--- config.mk ---
export PLATFORM = sky130hd
export DESIGN_NAME = xbus_steer
export DESIGN_NICKNAME = d
export VERILOG_FILES = /design/src/rtl/xbus_pkg.sv /design/src/rtl/xbus_size_pick.sv /design/src/rtl/xbus_lane_decode.sv /design/src/rtl/xbus_steer.sv
export SDC_FILE = /design/constraint.sdc
export NUM_CORES = 1
export LEC_CHECK = 0
export BUFFER_PORTS_ARGS = -buffer_cell sky130_fd_sc_hd__buf_2
export CORE_MARGIN = 4
export CORE_UTILIZATION = 38
export DETAILED_ROUTE_END_ITERATION = 10
export PLACE_DENSITY = 0.74
export SLEW_MARGIN = 0
export SYNTH_ARGS = -nofsm -noshare
export SYNTH_HDL_FRONTEND = slang
export SYNTH_SLANG_ARGS = --single-unit
--- constraint.sdc ---
create_clock -name clk -period 1.62 [get_ports clk]
set_input_delay 0.324 -clock clk [delete_from_list [all_inputs] [get_ports clk]]
set_output_delay 0.324 -clock clk [all_outputs]
set_load 0.005 [all_outputs]
--- src/rtl/xbus_pkg.sv ---
package xbus_pkg;

    localparam int LANES = 4;

    typedef enum logic [1:0] {
        SZ_WORD = 2'b00,
        SZ_BYTE = 2'b01,
        SZ_HALF = 2'b10,
        SZ_BAD  = 2'b11
    } xsize_e;

endpackage

--- src/rtl/xbus_size_pick.sv ---
module xbus_size_pick (
    input  logic       ext_i,
    input  logic       ovr_en_i,
    input  logic [1:0] ovr_size_i,
    input  logic [1:0] pin_size_i,
    input  logic [1:0] own_size_i,
    output logic [1:0] size_o
);
    // The override applies to external-master cycles only.
    always_comb begin
        if (!ext_i)
            size_o = own_size_i;
        else if (ovr_en_i)
            size_o = ovr_size_i;
        else
            size_o = pin_size_i;
    end
endmodule

--- src/rtl/xbus_lane_decode.sv ---
module xbus_lane_decode
    import xbus_pkg::*;
(
    input  logic             burst_i,
    input  logic [1:0]       code_i,
    input  logic [1:0]       offs_i,
    output logic [1:0]       tsize_o,
    output logic [LANES-1:0] be_o,
    output logic             bad_o
);
    logic [2:0] nbytes;
    logic [3:0] run_end;

    always_comb begin
        case (xsize_e'(code_i))
            SZ_BYTE: nbytes = 3'd1;
            SZ_HALF: nbytes = 3'd2;
            default: nbytes = 3'd4;
        endcase
        run_end = {2'b00, offs_i} + {1'b0, nbytes};
        tsize_o = burst_i ? SZ_WORD : code_i;
        bad_o   = !burst_i &&
                  ((xsize_e'(code_i) == SZ_BAD) || (run_end > 4'(LANES)));
    end

    for (genvar i = 0; i < LANES; i++) begin : g_lane
        assign be_o[i] = burst_i ||
                         ((4'(i) >= {2'b00, offs_i}) && (4'(i) < run_end));
    end
endmodule

--- src/rtl/xbus_steer.sv ---
module xbus_steer
    import xbus_pkg::*;
#(
    parameter int AW     = 32,
    parameter int NBANK  = 4,
    parameter int BANK_W = $clog2(NBANK)
) (
    input  logic              clk,
    input  logic              rst_n,
    input  logic              req_valid,
    input  logic [AW-1:0]     req_addr,
    input  logic              req_write,
    input  logic [1:0]        req_size,
    input  logic              req_burst,
    input  logic [BANK_W-1:0] req_bank,
    input  logic              req_cal,
    input  logic              req_ext,
    input  logic [1:0]        ext_size_pins,
    input  logic              cfg_size_en,
    input  logic [1:0]        cfg_size,
    input  logic              xfer_ack,
    output logic [AW-1:0]     pri_addr,
    output logic              pri_wr,
    output logic [1:0]        pri_tsize,
    output logic [LANES-1:0]  pri_be,
    output logic              pri_ts_n,
    output logic [NBANK-1:0]  pri_cs_n,
    output logic              pri_data_oe,
    output logic [AW-1:0]     cal_addr,
    output logic              cal_wr,
    output logic [1:0]        cal_tsize,
    output logic [LANES-1:0]  cal_be,
    output logic              cal_ts_n,
    output logic [NBANK-1:0]  cal_cs_n,
    output logic              cal_data_oe,
    output logic              xfer_busy,
    output logic              xfer_err
);

    typedef struct packed {
        logic              busy;
        logic              cal;
        logic              first;
        logic              wr;
        logic [BANK_W-1:0] bank;
        logic [AW-1:0]     addr;
        logic [1:0]        tsize;
        logic [LANES-1:0]  be;
        logic              err;
    } st_t;

    st_t st_d, st_q;

    logic [1:0]       eff_size;
    logic [1:0]       dec_tsize;
    logic [LANES-1:0] dec_be;
    logic             dec_bad;

    xbus_size_pick u_pick (
        .ext_i      (req_ext),
        .ovr_en_i   (cfg_size_en),
        .ovr_size_i (cfg_size),
        .pin_size_i (ext_size_pins),
        .own_size_i (req_size),
        .size_o     (eff_size)
    );

    xbus_lane_decode u_dec (
        .burst_i (req_burst),
        .code_i  (eff_size),
        .offs_i  (req_addr[1:0]),
        .tsize_o (dec_tsize),
        .be_o    (dec_be),
        .bad_o   (dec_bad)
    );

    always_comb begin
        st_d       = st_q;
        st_d.first = 1'b0;
        st_d.err   = 1'b0;
        if (st_q.busy) begin
            if (xfer_ack)
                st_d = '0;
        end else if (req_valid) begin
            if (dec_bad || (req_ext && req_cal)) begin
                st_d.err = 1'b1;
            end else begin
                st_d.busy  = 1'b1;
                st_d.cal   = req_cal;
                st_d.first = 1'b1;
                st_d.wr    = req_write;
                st_d.bank  = req_bank;
                st_d.addr  = req_addr;
                st_d.tsize = dec_tsize;
                st_d.be    = dec_be;
            end
        end
    end

    always_ff @(posedge clk or negedge rst_n) begin
        if (!rst_n)
            st_q <= '0;
        else
            st_q <= st_d;
    end

    logic pri_act, cal_act;
    assign pri_act = st_q.busy && !st_q.cal;
    assign cal_act = st_q.busy &&  st_q.cal;

    // The primary side mirrors address and direction in both kinds of cycle.
    assign pri_addr    = st_q.busy ? st_q.addr : '0;
    assign pri_wr      = st_q.busy && st_q.wr;
    assign pri_tsize   = pri_act ? st_q.tsize : 2'b00;
    assign pri_be      = pri_act ? st_q.be : '0;
    assign pri_ts_n    = !(pri_act && st_q.first);
    assign pri_data_oe = pri_act && st_q.wr;

    assign cal_addr    = cal_act ? st_q.addr : '0;
    assign cal_wr      = cal_act && st_q.wr;
    assign cal_tsize   = cal_act ? st_q.tsize : 2'b00;
    assign cal_be      = cal_act ? st_q.be : '0;
    assign cal_ts_n    = !(cal_act && st_q.first);
    assign cal_data_oe = cal_act && st_q.wr;

    for (genvar b = 0; b < NBANK; b++) begin : g_cs
        assign pri_cs_n[b] = !(pri_act && (st_q.bank == BANK_W'(b)));
        assign cal_cs_n[b] = !(cal_act && (st_q.bank == BANK_W'(b)));
    end

    assign xfer_busy = st_q.busy;
    assign xfer_err  = st_q.err;


    pri_ts_single_chk: assert property (@(posedge clk) disable iff (!rst_n)
        !pri_ts_n |=> pri_ts_n);

    cal_ts_single_chk: assert property (@(posedge clk) disable iff (!rst_n)
        !cal_ts_n |=> cal_ts_n);

    cs_onehot_chk: assert property (@(posedge clk) disable iff (!rst_n)
        $onehot0(~pri_cs_n) && $onehot0(~cal_cs_n));

    cs_hold_chk: assert property (@(posedge clk) disable iff (!rst_n)
        ((pri_cs_n != '1 || cal_cs_n != '1) && !xfer_ack) |=>
            ($stable(pri_cs_n) && $stable(cal_cs_n)));

    cal_quiet_chk: assert property (@(posedge clk) disable iff (!rst_n)
        (cal_cs_n != '1) |-> (pri_cs_n == '1 && pri_ts_n && !pri_data_oe &&
                              pri_addr == cal_addr && pri_wr == cal_wr));

    pri_quiet_chk: assert property (@(posedge clk) disable iff (!rst_n)
        (pri_cs_n != '1) |-> (cal_cs_n == '1 && cal_ts_n && !cal_data_oe &&
                              cal_addr == '0 && cal_be == '0));

    oe_needs_cs_chk: assert property (@(posedge clk) disable iff (!rst_n)
        (pri_data_oe |-> pri_cs_n != '1) and (cal_data_oe |-> cal_cs_n != '1));

    err_no_start_chk: assert property (@(posedge clk) disable iff (!rst_n)
        xfer_err |-> (pri_ts_n && cal_ts_n && !xfer_busy));

    busy_hold_chk: assert property (@(posedge clk) disable iff (!rst_n)
        (xfer_busy && !xfer_ack) |=> ($stable(pri_addr) && xfer_busy));

endmodule

* Word-level counts from Yosys, hierarchy flattened
Cells that the tools add are included.
** Cells by class
- Muxes and demuxes :: 15
- $lt $le $gt $ge :: 8
- Reduce and logical (&&, ||, !) cells :: 41
- $add $sub $neg :: 1
- Eq/ne operators :: 8
** Operators with widths (count)
- $mux 45 :: 3
- $mux 32 :: 2
- $mux 44 :: 1
- $logic_and 1x1->1 :: 20
- $logic_not 1->1 :: 12
- $mux 2 :: 5
- $eq 2x2->1 const B :: 4
- $lt 1x4->1 const A :: 2
- $lt 2x4->1 const A :: 2
- $mux 4 :: 2
- $logic_or 1x1->1 :: 6
- $pmux 3 s2 :: 1
- $add 2x3->4 :: 1
- $eq 2x1->1 const B :: 2
- $ge 1x2->1 const A :: 2
- $gt 4x3->1 const B :: 1
- $ne 2x2->1 const B :: 2
- $reduce_and 3->1 :: 1
- $ge 2x2->1 const A :: 1
- $logic_not 2->1 :: 1
- $reduce_bool 2->1 :: 1
- $mux 1 :: 1
** Word-level totals
- Logic and storage cells :: 82
- Output and inout bits :: 92
- Bits in registers :: 45
- Input bits :: 49

* Longest topological paths before layout
- Word-level depth :: 12
- Gate-level depth with buffers :: 12
- Gate-level depth less buffers :: 11

* Cells and area by module
From an unflattened synthesis, not the netlist that was laid out.
** Second synthesis, totals
- Cell total of the unflattened synthesis :: 328
- Area total of the unflattened synthesis :: 2861.5 um^2
** Modules (own cells, without submodules)
- xbus_steer :: seq. area each 1126.1 um^2, area each 2625.0 um^2, cells each 295, instances 1
- xbus_lane_decode :: seq. area each 0.0 um^2, area each 198.9 um^2, cells each 27, instances 1
- xbus_size_pick :: seq. area each 0.0 um^2, area each 37.5 um^2, cells each 6, instances 1

* Worst setup path before layout
OpenSTA, ideal clock, no wires.
- Path kind :: input to register
- From :: input port cfg_size_en
- To :: register st_q[3] (netlist bit)
- Stages :: 12
- Setup slack :: -1265 ps
- Required time :: 1499 ps
- Path buffers :: 1
- Setup time :: 121 ps
- Arrival :: 2764 ps
- Path through :: mux2i_1 > nand2_1 > o21ai_0 > inv_1 > ha_1 > ha_1 > fa_1 > or2_0 > a221o_1 > a22o_1 > buf_6 > a22o_1
** Between the ends
- Word-level cells in the longest chain between the ends :: 11
- Elaborated cells on any way between the ends :: 19
- Classes of those cells :: 1 x add/sub; 2 x order compare; 4 x eq/ne; 6 x mux; 6 x reduce/logical
** RTL lines
- from (decl) :: line xbus_steer.sv:19 : input logic cfg_size_en,
- $mux 2 * :: line xbus_size_pick.sv:13 : else if (ovr_en_i)
- $mux 2 * :: line xbus_size_pick.sv:11 : if (!ext_i)
- $eq 2x2->1 / $eq 2x1->1 (equally long branches) :: line xbus_lane_decode.sv:15 : case (xsize_e'(code_i))
- $pmux 3 s2 :: line xbus_lane_decode.sv:15
- $add 2x3->4 :: line xbus_lane_decode.sv:20 : run_end = {2'b00, offs_i} + {1'b0, nbytes};
- $gt 4x3->1 / $lt 2x4->1 (equally long branches) :: line xbus_lane_decode.sv:23, xbus_lane_decode.sv:28
- $logic_or 1x1->1 / $logic_and 1x1->1 (equally long branches) :: line xbus_lane_decode.sv:23, xbus_lane_decode.sv:28
- $logic_and 1x1->1 / $logic_or 1x1->1 (equally long branches) :: line xbus_lane_decode.sv:22, xbus_lane_decode.sv:27
- $logic_or 1x1->1 / $mux 44 (equally long branches) :: line xbus_steer.sv:85 : if (dec_bad || (req_ext && req_cal)) begin
- $ne 2x2->1 (no line) / $mux 45 (equally long branches)
- $reduce_and 3->1 (no line) / $mux 45 (equally long branches)
- to (signal assigned) :: line xbus_steer.sv:104 : st_q <= st_d;
- to (decl) :: line xbus_steer.sv:52 : st_t st_d, st_q;
Every way passes the cells marked *; elsewhere a longest branch is shown, timed or not. The select of a mux whose other input is x is not followed.
A chain may end at the register's enable or synchronous reset.

* Worst setup path after layout
- From :: input port cfg_size_en
- To :: register st_q[33] (netlist bit)
** Between the ends
- Word-level cells in the longest chain between the ends :: 11
- Elaborated cells on any way between the ends :: 13
- Classes of those cells :: 1 x add/sub; 1 x order compare; 4 x eq/ne; 3 x mux; 4 x reduce/logical
** RTL lines
- $mux 2 * :: line xbus_size_pick.sv:13
- $mux 2 * :: line xbus_size_pick.sv:11
- $eq 2x2->1 / $eq 2x1->1 (equally long branches) :: line xbus_lane_decode.sv:15
- $pmux 3 s2 :: line xbus_lane_decode.sv:15
- $add 2x3->4 :: line xbus_lane_decode.sv:20
- $gt 4x3->1 :: line xbus_lane_decode.sv:23 : ((xsize_e'(code_i) == SZ_BAD) || (run_end > 4'(LANES)));
- $logic_or 1x1->1 * :: line xbus_lane_decode.sv:23
- $logic_and 1x1->1 * :: line xbus_lane_decode.sv:22 : bad_o = !burst_i &&
- $logic_or 1x1->1 * :: line xbus_steer.sv:85
- $ne 2x2->1 (no line) *
- $reduce_and 3->1 (no line) *
Every way passes the cells marked *; elsewhere a longest branch is shown, timed or not.

==> results.md <==
* Final hold slack at 0.00153 ns
* Finish-stage setup viols at about 110
* Avg Cell Area, Syn at approximately 10 um^2
* Crit-path max FO at 5
* Finished Cell Area at about 0.0048 mm^2
* HP Class: primary input to asynchronous set/reset pin
* Failing checks: setup timing
* Fmax at approximately 370 MHz
* Worst-skew pair later-pin latency at 0.29 ns
* Detailed Route Iter0 Violations at 133
* Initial antenna violation count at 0
* Cell count after synthesis at about 250
* Drt total wl at around 9800 um
* Top cell type's share of synthesized area at 0.458
* Pwr dens at a little over 1000 mW/mm^2
* Flop2flop setup slack at -0.17 ns
* Simple-gate share of the synthesized area at 0.264
* P&R area growth vs syn at 95.1%
* DR WL/cell at between 15 and 20 um
* Worst r2r src: xfer_busy$_DFF_PN0_
* Crit end category: flip-flop
* Syn_nets at about 300
* Die Span Y at between 80 and 90 um
* Status: complete, but fails checks
* # DRC at 0
* Clk sinks at 45
* CP startpoint: cfg_size_en
* Post-synthesis compound-gate area fraction at 0.184
* Gpl congestion at roughly 0.72
* Post-synth top cells: 45 x dfrtp_1, 41 x and2_1, 40 x a22o_1, 39 x and3_1, 15 x nand2_1
* Non-Filler Instances at about 500
* Fin nets at 480
* Worst vdd ir at slightly above 0.0006 V
* CP Launch Type: primary input
* Detailed Routing Iterations Pass 1 at 4
* Tmin final at between 2 and 3 ns
* Post-Synth XOR/XNOR Area at 0.00357
* Placed inst area at ~0.0034 mm^2
* Gr usage total at 0.199
* CP Data Required Time at 1.85 ns
* Ys async rst share at 1.00
* Vias per cell at between 5 and 6
* Leading area contributor after synthesis: dfrtp_1
* Largest net degree at the start of global routing at between 40 and 50
* Synth top area cells: dfrtp_1 46%, a22o_1 14%, and2_1 10%, and3_1 9.9%, ha_1 2.5%
* Final Max Tran Viols at 0
* Worst slew margin at 0.793
* Final hold vios at 0
* Setup ws final at -1.07 ns
* Die Wd at between 80 and 90 um
* Vias in the first global route at 2,472
* Post-Synth Adder-Cell Area at 0.0336
* Synth warn at 0
* Total CTS buffers at 5
* Clock root cell: clkbuf_8
* Worst Path Class, Setup: primary input to flip-flop
* Post-synth EDFFs at 0
* Synthesized area at 0.00246 mm^2
* Register area share after synthesis at 0.458
* H-tree lvl count at 2
* Flops & latches, synth at 45
* Worst-margin pin slew at ~0.3 ns
* Tcrit/Tclk final at 1.66
* Clk buf depth at 2
* Leak pwr at between 2 and 2.5 nW
* CTS Hold Bufs at 0
* Fin util at 0.759
* Total grt overflow at 0
* Global-route wire length before repair at approximately 12,000 um
* Tot Pwr at around 4.9 mW
* Largest family of logic cells by synthesized area: simple AND/OR/NAND/NOR gates
* DR vias at approximately 2.7k
* R2R cell count at 6
* RSZ-0062 raised after global routing: yes
* Initial core utilization at 0.389
* Layout cell share with drive strength beyond 1 at 0.681
* Placed cells at 461
* Port Buffers at between 100 and 150
* I/O pin cnt at roughly 140
* DP HPWL at slightly below 5000 um
* Clock Pin Slew Worst Setup and Hold Paths at 0.08 ns
* CORE AREA at between 0.006 and 0.007 mm^2
* Top FF cell, synth: dfrtp_1
* Crit path arrival time at between 2 and 3 ns
* Rows at 29
* Synth cell types at 30
* Number of diodes at 0
* Die area at approximately 0.0078 mm^2
* CTS tree: built
* Worst Skew at about 0.0042 ns
* MaxCap Viol Count at 0
* Top-count cell post-synth: dfrtp_1
* Multiplexer share of the synthesized area at 0.00815
* Antenna viol nets, final at 0
-- worst max-delay path, stage by stage --
cell and delay [ns]:
buf_8 0.07, mux2i_1 0.17, nand2_1 0.08, o21ai_2 0.06, inv_1 0.07, ha_2 0.19
ha_4 0.16, fa_1 0.44, or2_0 0.23, a221o_1 0.35, buf_6 0.14, a21oi_4 0.18
buf_6 0.17, clkbuf_16 0.15, a22o_1 0.13
-- per-layer routing --
layer  GRT usage  vias to the layer above  wire, um
li1            -                     1234         -
met1       0.269                     1363      3790
met2       0.334                      133      5100
met3      0.0410                        8       775
met4      0.0385                        0       118
met5           0                        -         0
-- cell type report --
| cell class | instances | area (um^2) |
|---|---|---|
| Sequential cell | 45 | 1130 |
| Tap cell | 77 | 96.3 |
| Multi-Input combinational cell | 176 | 1570 |
| Clock buffer | 7 | 96.3 |
| Inverter | 4 | 15.0 |
| Timing Repair Buffer | 193 | 1880 |
| Clock inverter | 1 | 5.00 |
| Fill cell | 391 | 1520 |
-- power breakdown --
group / switching [mW] / internal, mW / leakage [nW]
Sequential: 0.330 / 1.45 / 0.576
Combinational: 0.935 / 1.42 / 1.77
Clock: 0.370 / 0.386 / 0.0542
-- sequential cells by signal, summed over array words and instances (netlist names) --
name	count
xfer_busy	1
xfer_err	1
st_q	43
-- logic make-up (layout without fill, tap and decap cells) --
| kind of cell | after synthesis | count (layout) |
|---|---|---|
| muxes | 2 | 2 |
| adders and majority gates | 6 | 6 |
| AOI/OAI and AO/OA | 55 | 55 |
| xor gates and xnor gates | 1 | 1 |
| DFF | 45 | 45 |
| buffers and inverters | 26 | 205 |
| and+or+nand+nor | 111 | 112 |
-- per-stage QoR --
step	TNS, ns	setup WS [ns]
detailed placement	-62.15	-1.44
CTS	-46.95	-1.03
floorplan	-51.92	-1.19
global placement	-58.69	-1.34
global route	-59.66	-1.19
finish	-50.63	-1.07
-- timing repair --
action	4_1_cts	5_1_grt
pin swaps	7	32
buffers inserted	12	10
setup endpoints to repair	126	131
gates resized for setup	31	155
cloned	6	10
-- worst paths after layout --
path | endpoint
setup / recovery | st_q[33]$_DFFE_PN0P_
hold / removal | st_q[33]$_DFFE_PN0P_
setup reg to reg | st_q[3]$_DFFE_PN0P_
hold reg to reg | st_q[13]$_DFFE_PN0P_
max in group asynchronous | xfer_busy$_DFF_PN0_
min in group clk | st_q[28]$_DFFE_PN0P_
-- cells in the final DEF (no fill, tap or decap), types with 2 or more instances in the layout --
| master | n |
|---|---|
| buf_6 | 77 |
| buf_2 | 71 |
| dfrtp_1 | 44 |
| a22o_1 | 39 |
| and3_4 | 38 |
| and2_4 | 32 |
| buf_4 | 23 |
| nand2_1 | 11 |
| and2_1 | 9 |
| clkbuf_16 | 9 |
| buf_12 | 8 |
| clkbuf_8 | 7 |
| inv_1 | 4 |
| nor2b_1 | 4 |
| nand2_2 | 3 |
| nor2_1 | 3 |
| a21oi_1 | 3 |
| buf_8 | 3 |
| mux2i_1 | 2 |
| o21ai_2 | 2 |
| a21o_1 | 2 |
| nand2b_1 | 2 |
| nor2b_4 | 2 |
| nand3_2 | 2 |
| o2bb2ai_1 | 2 |
| ha_2 | 2 |
| ha_1 | 2 |
| buf_16 | 2 |
Note: power is estimated with default switching activity, not from simulation.
